--- config.mk ---
export PLATFORM = sky130hd
export DESIGN_NAME = fp_excflag_rec
export DESIGN_NICKNAME = d
export VERILOG_FILES = /design/src/rtl/fpx_pkg.sv /design/src/rtl/fx_trap_decide.sv /design/src/rtl/fx_prio_pick.sv /design/src/rtl/fx_sr_merge.sv /design/src/rtl/fp_excflag_rec.sv
export SDC_FILE = /design/constraint.sdc
export NUM_CORES = 1
export LEC_CHECK = 0
export BUFFER_PORTS_ARGS = -buffer_cell sky130_fd_sc_hd__buf_2
export CORE_ASPECT_RATIO = 0.7
export CORE_MARGIN = 3
export CORE_UTILIZATION = 41
export DETAILED_ROUTE_END_ITERATION = 6
export GPL_ROUTABILITY_DRIVEN = 0
export PLACE_DENSITY = 0.79
export SLEW_MARGIN = 20
export SYNTH_ARGS = -nofsm -noshare
export SYNTH_HDL_FRONTEND = slang
export SYNTH_SLANG_ARGS = --single-unit
--- constraint.sdc ---
create_clock -name clk -period 2.8 [get_ports clk]
set_input_delay 0.28 -clock clk [delete_from_list [all_inputs] [get_ports clk]]
set_output_delay 0.28 -clock clk [all_outputs]
set_load 0.005 [all_outputs]
--- src/rtl/fpx_pkg.sv ---
package fpx_pkg;

    typedef enum logic [1:0] {
        ST_IDLE = 2'd0,
        ST_ADV  = 2'd1,
        ST_TRAP = 2'd2
    } fx_state_e;

endpackage

--- src/rtl/fx_trap_decide.sv ---
module fx_trap_decide #(
    parameter int FLAG_W = 5
) (
    input  logic [FLAG_W-1:0] raised,
    input  logic [FLAG_W-1:0] enables,
    output logic [FLAG_W-1:0] masked,
    output logic              trap
);
    always_comb begin
        masked = raised & enables;
        trap   = |masked;
    end
endmodule

--- src/rtl/fx_prio_pick.sv ---
module fx_prio_pick #(
    parameter int FLAG_W = 5
) (
    input  logic [FLAG_W-1:0] vec_in,
    output logic [FLAG_W-1:0] vec_out
);
    // Highest index wins: a bit survives only if no higher bit is set.
    genvar gi;
    generate
        for (gi = 0; gi < FLAG_W; gi++) begin : g_keep
            if (gi == FLAG_W - 1) begin : g_top
                assign vec_out[gi] = vec_in[gi];
            end else begin : g_low
                assign vec_out[gi] = vec_in[gi] & ~(|vec_in[FLAG_W-1:gi+1]);
            end
        end
    endgenerate
endmodule

--- src/rtl/fx_sr_merge.sv ---
module fx_sr_merge #(
    parameter int SR_W     = 32,
    parameter int FLAG_W   = 5,
    parameter int CUR_LSB  = 0,
    parameter int ACC_LSB  = 5,
    parameter int TT_LSB   = 14,
    parameter int TT_W     = 3,
    parameter int TT_IEEE  = 1
) (
    input  logic [SR_W-1:0]   sr_in,
    input  logic [FLAG_W-1:0] raised,
    input  logic [FLAG_W-1:0] picked,
    input  logic              trap,
    output logic [SR_W-1:0]   sr_next
);
    localparam logic [TT_W-1:0] TT_CODE = TT_W'(TT_IEEE);

    always_comb begin
        sr_next = sr_in;
        if (trap) begin
            sr_next[CUR_LSB +: FLAG_W] = picked;
            sr_next[TT_LSB +: TT_W]    = TT_CODE;
        end else begin
            sr_next[CUR_LSB +: FLAG_W] = raised;
            sr_next[ACC_LSB +: FLAG_W] = sr_in[ACC_LSB +: FLAG_W] | raised;
        end
    end
endmodule

--- src/rtl/fp_excflag_rec.sv ---
module fp_excflag_rec #(
    parameter int SR_W     = 32,
    parameter int FLAG_W   = 5,
    parameter int EN_LSB   = 23,
    parameter int ACC_LSB  = 5,
    parameter int CUR_LSB  = 0,
    parameter int TT_LSB   = 14,
    parameter int TT_W     = 3,
    parameter int TT_IEEE  = 1
) (
    input  logic              clk,
    input  logic              rst,
    input  logic              op_done,
    input  logic [FLAG_W-1:0] raised,
    input  logic [SR_W-1:0]   sr_in,
    output logic [SR_W-1:0]   sr_out,
    output logic              sr_out_vld,
    output logic              trap_req,
    output logic              pc_adv
);
    import fpx_pkg::*;

    fx_state_e         state_q, state_nx;
    logic [FLAG_W-1:0] masked, picked;
    logic              trap;
    logic [SR_W-1:0]   sr_next, sr_q;

    fx_trap_decide #(.FLAG_W(FLAG_W)) decide_i (
        .raised  (raised),
        .enables (sr_in[EN_LSB +: FLAG_W]),
        .masked  (masked),
        .trap    (trap)
    );

    fx_prio_pick #(.FLAG_W(FLAG_W)) pick_i (
        .vec_in  (masked),
        .vec_out (picked)
    );

    fx_sr_merge #(
        .SR_W(SR_W), .FLAG_W(FLAG_W), .CUR_LSB(CUR_LSB), .ACC_LSB(ACC_LSB),
        .TT_LSB(TT_LSB), .TT_W(TT_W), .TT_IEEE(TT_IEEE)
    ) merge_i (
        .sr_in   (sr_in),
        .raised  (raised),
        .picked  (picked),
        .trap    (trap),
        .sr_next (sr_next)
    );

    // Next state: the same three transitions from every state.
    always_comb begin
        state_nx = ST_IDLE;
        unique case (state_q)
            ST_IDLE, ST_ADV, ST_TRAP: begin
                if (!op_done)  state_nx = ST_IDLE;
                else if (trap) state_nx = ST_TRAP;
                else           state_nx = ST_ADV;
            end
            default: state_nx = ST_IDLE;
        endcase
    end

    // State register.
    always_ff @(posedge clk) begin
        if (rst) state_q <= ST_IDLE;
        else     state_q <= state_nx;
    end

    // Held status register.
    always_ff @(posedge clk) begin
        if (rst)          sr_q <= '0;
        else if (op_done) sr_q <= sr_next;
    end

    // Outputs.
    always_comb begin
        sr_out     = sr_q;
        sr_out_vld = 1'b0;
        trap_req   = 1'b0;
        pc_adv     = 1'b0;
        unique case (state_q)
            ST_IDLE: ;
            ST_ADV: begin
                sr_out_vld = 1'b1;
                pc_adv     = 1'b1;
            end
            ST_TRAP: begin
                sr_out_vld = 1'b1;
                trap_req   = 1'b1;
            end
            default: ;
        endcase
    end
endmodule

==> impl_metrics.csv, run 1 <==
group,metric,value,unit
pwr,p_leak,0.972,nW
timing,period_share,50.3,%
timing,clock_skew,0.0000364,ns
worst_setup_path,path_max_fanout,3,
logic_synthesis,synthMuxAreaShare,13.9,%
detailed_routing,avgViaCountPerCell,4.95,
detailed_routing,drc,0,
placed_design,portBuffers,69,
grt,grt_pass1_vias,1161,
final_layout,area_growth,35.2,%
worst_setup_path,worstSetupEndpointType,"output pin",
logic_synthesis,synth_top_area_cell,"dfxtp_1",
timing,rsz0062_at_grt,"false",
timing,setup_violations,0,
logic_synthesis,yosysTopAreaCellShare,49.7,%
clock_tree,clkTransAtPathRegs,0.07,ns
floorplan,core_area,0.00298,mm^2
detailed_routing,wl_per_cell,13.0,um
floorplan,row_count,16,
logic_synthesis,ys_types,26,
final_layout,stdcell_count,248,
logic_synthesis,synth_nets,184,
worst_setup_path,worstRegToRegCells,4,
timing,relSlewSlack,50.0,%
logic_synthesis,syn_area_per_cell,9.71,um^2
grt,grt_first_pass_wirelength,5.11,mm
clock_tree,clock_path_buffers,2,
detailed_routing,drt.antenna.violating_nets,0,
logic_synthesis,synth_compound_area_share,11.8,%
clock_tree,root_buffer,"clkbuf_8",
pwr,pwr_density_cell,594,mW/mm^2
logic_synthesis,synth_area_leaders,"dfxtp_1 (50%), mux2i_1 (14%), nor2_1 (7.7%), ha_1 (2.7%), a41oi_1 (2.6%)",
final_layout,fin_area,0.00185,mm^2
timing,fin_setup_tns,0,ns
logic_synthesis,yosysWarningCount,0,
clock_tree,cts_sinks,34,
worst_hold_path,hold_end,"sr_out[5]",
clock_tree,cts_buffers,5,
final_layout,fillers,281,
grt,grt_max_degree,39,
floorplan,ioPinCount,75,
worst_setup_path,critPathLaunchType,"register",
worst_setup_path,r2r-end,"state_q[1]",
placed_design,placed_cells,240,
worst_hold_path,holdCritStartpoint,"sr_in[23]",
clock_tree,worstSkewPairLatency,0.28,ns
pwr,ir_drop,0.333,mV
placed_design,place_area,0.00174,mm^2
worst_hold_path,hold_depth,2,
logic_synthesis,synth_seq_area_share,49.7,%
timing,post-route-min-period,1.41,ns
worst_setup_path,r2r_start,"state_q[0]",
worst_hold_path,worstHoldPathType,"input port to register",
timing,fmax,711,MHz
clock_tree,ctsHoldBuffers,0,
run,cap_violations,0,
logic_synthesis,synth_seq_cells,34,
floorplan,initial_core_util,45.9,%
logic_synthesis,synth_xor_area_share,0,%
clock_tree,cts_setup_buffers,0,
timing,finalWorstSetupSlack,1.39,ns
worst_setup_path,critPathArrivalTime,1.13,ns
final_layout,fin_nets,254,
floorplan,chipWidth,75.1,um
grt,grt_antenna_before_repair,0,
timing,hold_viol,0,
logic_synthesis,yosys.area_share.simple,16.9,%
worst_setup_path,critical_path_class,"register to output pin",
clock_tree,h-tree-depth,2,
placed_design,place_ws,1.28,ns
detailed_routing,dr.pass1.iters,4,
worst_setup_path,r2r_slack,1.93,ns
floorplan,fp.dieH,54.3,um
clock_tree,cts_tree,"built",
detailed_routing,drtIter0Drc,98,
worst_setup_path,worstPathRequired,2.52,ns
detailed_routing,routed_wl,3.23,mm
clock_tree,post_cts_resized,0,
placed_design,hpwl,2.37,mm
detailed_routing,vias,1228,
timing,maxSlewViolCount,0,
final_layout,diodes,0,
logic_synthesis,synthAdderAreaFrac,2.74,%
grt,grt_use_total,16.9,%
grt,globalRouteOverflowTotal,0,
timing,worstMarginPinSlew,0.750,ns
logic_synthesis,synth_top_family_by_area,"simple AND/OR/NAND/NOR gates",
logic_synthesis,synth_area,0.00137,mm^2
final_layout,drive_gt1_share,37.7,%
logic_synthesis,synthCells,141,
floorplan,fp.dieArea,0.00408,mm^2
status,status,"finished clean",
[metal layers]
| metal | up-vias | share of wire (%) | global-route usage (%) |
|---|---|---|---|
| met4 | 0 | 0.84 | 7.10 |
| met3 | 5 | 7.7 | 5.87 |
| li1 | 636 | - | - |
| met5 | - | 0 | 0 |
| met2 | 47 | 44 | 26.0 |
| met1 | 540 | 47 | 21.5 |
[how the worst max path moves through the flow]
stage	to	cells past startpoint	start
final	sr_out_vld	4	state_q[0]
after global placement	sr_out[28]	4	op_done
after global routing	sr_out_vld	4	state_q[0]
after detailed placement	sr_out[28]	4	op_done
after CTS	sr_out_vld	4	state_q[0]
after floorplan	sr_out[7]	4	raised[3]
[power by group]
part / leakage, nW / internal [W] / total [W] / switching [W]
clock network: 0.0524 / 0.000266 / 0.000426 / 0.000160
logic: 0.639 / 0.0000720 / 0.000147 / 0.0000748
registers: 0.281 / 0.000513 / 0.000527 / 0.0000142
total: 0.972 / 0.000851 / 0.00110 / 0.000249
[registers in the layout, summed over array words and instances (netlist names)]
name,flops
state_q,2
sr_out,32
[cell usage after synthesis]
master,count
a41oi_1,4
mux2i_1,19
inv_1,6
nand3_1,1
and3_1,1
nor2_1,28
a41o_1,2
buf_4,1
a311oi_1,3
nand4_1,3
ha_1,3
a31oi_1,1
o31ai_1,2
a222oi_1,1
buf_2,3
clkbuf_1,6
a21oi_1,2
a211oi_1,3
nand2_1,7
nand4_2,1
dfxtp_1,34
and3b_1,1
nor3b_1,4
o2111ai_1,1
nand2b_1,3
o211ai_1,1
[per-stage QoR]
stage          util (%)  power [W]  hold WS, ns
2_1_floorplan         -   0.000613        0.383
3_3_place_gp       58.5   0.000681        0.458
3_5_place_dp       58.5   0.000685        0.465
4_1_cts            62.0    0.00111        0.215
5_1_grt            62.0    0.00116        0.216
6_report           62.0    0.00110        0.223
[cells in the final DEF, fill, tap and decap left out, drive strengths merged]
cell and instances:
a311oi 3, o31ai 2, and3 1, o211ai 1, nand2 7, nand3 1, mux2i 19, nand4 4
and3b 1, a211oi 3, nand2b 3, a222oi 1, a41o 2, nor2 28, bufinv 1, nor3b 4
a31oi 1, ha 3, inv 6, a21oi 2, a41oi 4, buf 73, o2111ai 1, clkbuf 7
dfxtp 34
[logic make-up (layout without fill, tap and decap cells)]
kind of cell    Yosys count  count (layout)
flops                    34              34
buf+inv                  16              87
compound gates           20              20
simple gates             49              49
mux                      19              19
fa+ha+maj                 3               3
[critical path, stage by stage (launching register included)]
cell and delay, ns:
dfxtp_1 0.36, inv_1 0.06, ha_1 0.28, inv_1 0.05
buf_2 0.10
[layout make-up]
cell class                      count  area [um^2]  area share (%)
Sequential cell                    34          681            36.8
Multi-Input combinational cell     91          621            33.5
Timing Repair Buffer               73          375            20.3
Clock buffer                        7         76.3            4.12
Tap cell                           36         45.0            2.43
Clock inverter                      1         30.0            1.62
Inverter                            6         22.5            1.22
(Power assumes the default switching activity.)
==> run 2, diff against run 1 <==
- clock period: 2.8 -> 1.3 ns (I/O delays scaled with it)
==> impl_metrics.csv, run 2 (synthesized netlist as in run 1, its figures left out) <==
group,metric,value,unit
worst_setup_path,worstPathRequired,1.17,ns
worst_setup_path,slowest_stage,"dfxtp_2",
clock_tree,cts_sinks,34,
final_layout,fillers,252,
worst_setup_path,path_max_fanout,3,
worst_hold_path,worstHoldPathType,"input port to register",
clock_tree,h-tree-depth,2,
timing,fmax,826,MHz
timing,setup_violations,0,
timing,worstMarginPinSlew,0.293,ns
worst_setup_path,critPathMaxStageDelay,0.34,ns
final_layout,seq_area,682,um^2
clock_tree,worstSkewPairLatency,0.28,ns
timing,fin_setup_tns,0,ns
detailed_routing,vias,1277,
detailed_routing,avgViaCountPerCell,5.05,
placed_design,portBuffers,69,
clock_tree,cts_setup_buffers,0,
floorplan,chipWidth,75.1,um
floorplan,core_area,0.00298,mm^2
timing,post-route-min-period,1.21,ns
worst_setup_path,cp_top_family,"flip-flops",
detailed_routing,drtIter0Drc,51,
grt,globalRouteOverflowTotal,0,
pwr,ir_drop,0.755,mV
timing,worst_hold_slack,0.0577,ns
final_layout,fin_nets,259,
final_layout,largest_reg_flops,32,
worst_setup_path,crit_buf_inv,3,
detailed_routing,drt.antenna.violating_nets,0,
timing,rsz0062_at_grt,"false",
detailed_routing,wl_per_cell,13.0,um
worst_setup_path,crit_chain,"inv_1, ha_1, inv_1, buf_2",
clock_tree,clock_path_buffers,2,
worst_setup_path,critPathLaunchType,"register",
timing,clock_skew,0.0000478,ns
clock_tree,clkTransAtPathRegs,0.07,ns
grt,grt_antenna_before_repair,0,
worst_setup_path,critical_path_class,"register to output pin",
detailed_routing,dr.pass1.iters,4,
timing,maxSlewViolCount,0,
worst_setup_path,worstSetupEndpointType,"output pin",
floorplan,fp.dieH,54.3,um
clock_tree,post_cts_resized,0,
clock_tree,ctsHoldBuffers,0,
grt,grt_use_total,17.2,%
detailed_routing,drc,0,
timing,period_share,93.1,%
final_layout,mostFrequentLayoutCells,"buf_2 (69), dfxtp_1 (33), nor2_1 (28)",
pwr,p_leak,0.994,nW
floorplan,initial_core_util,45.9,%
timing,hold_viol,0,
clock_tree,cts_buffers,5,
grt,grt_first_pass_wirelength,5.11,mm
status,status,"finished clean",
run,cap_violations,0,
grt,grt_pass1_vias,1140,
final_layout,area_growth,37.5,%
final_layout,final_common_cell,"buf_2",
floorplan,fp.dieArea,0.00408,mm^2
final_layout,drive_gt1_share,40.1,%
timing,relSlewSlack,80.4,%
clock_tree,root_buffer,"clkbuf_8",
placed_design,hpwl,2.45,mm
floorplan,ioPinCount,75,
floorplan,row_count,16,
worst_setup_path,crit_top_cell,"inv_1",
clock_tree,cts_tree,"built",
final_layout,diodes,0,
detailed_routing,routed_wl,3.29,mm
grt,grt_max_degree,26,
pwr,finalPower,0.00222,W
worst_setup_path,critPathArrivalTime,1.08,ns
final_layout,multiInputGateArea,621,um^2
pwr,pwr_density_cell,1180,mW/mm^2
## run 2: where the power goes
| group | leakage, nW | internal (W) | switching, W | total (W) |
|---|---|---|---|---|
| registers | 0.281 | 0.00110 | 0.0000296 | 0.00113 |
| logic | 0.668 | 0.000168 | 0.000165 | 0.000333 |
| clock network | 0.0452 | 0.000377 | 0.000375 | 0.000752 |
## run 2: final cells by class
class | count | area share [%]
clock buffer | 6 | 3.86
timing repair buffer | 78 | 22.6
sequential | 34 | 36.2
multi-input combinational | 91 | 33.0
clock inverter | 2 | 0.731
tap | 36 | 2.39
inverter | 6 | 1.20
## run 2: path summary, 6_finish.rpt
check,start,endpoint,slack (ns),depth (start not counted)
worst max register to register,state_q[0],state_q[0],0.45,4
worst min-delay path,sr_in[23],sr_out[5],0.06,2
worst min register to register,sr_out[0],sr_out[0],0.47,2
worst max-delay path,state_q[0],sr_out_vld,0.09,4
## run 2: stage by stage
stage | util [%] | instance area (um^2) | setup slack (ns) | instances
2_1_floorplan | - | 1370 | 0.242 | 141
3_3_place_gp | 60.2 | 1790 | 0.0299 | 245
3_5_place_dp | 60.2 | 1790 | 0.0226 | 245
4_1_cts | 63.0 | 1880 | 0.0355 | 253
5_1_grt | 63.1 | 1880 | 0.0197 | 253
6_report | 63.1 | 1880 | 0.0893 | 253
## run 2: layer usage
metal	part of all wire [%]	routed length (um)	GRT usage [%]	up-vias
met3	9.5	312	8.44	4
li1	-	-	-	653
met4	0.85	28	5.33	0
met2	40	1330	24.4	47
met1	49	1620	22.6	573
met5	0	0	0	-
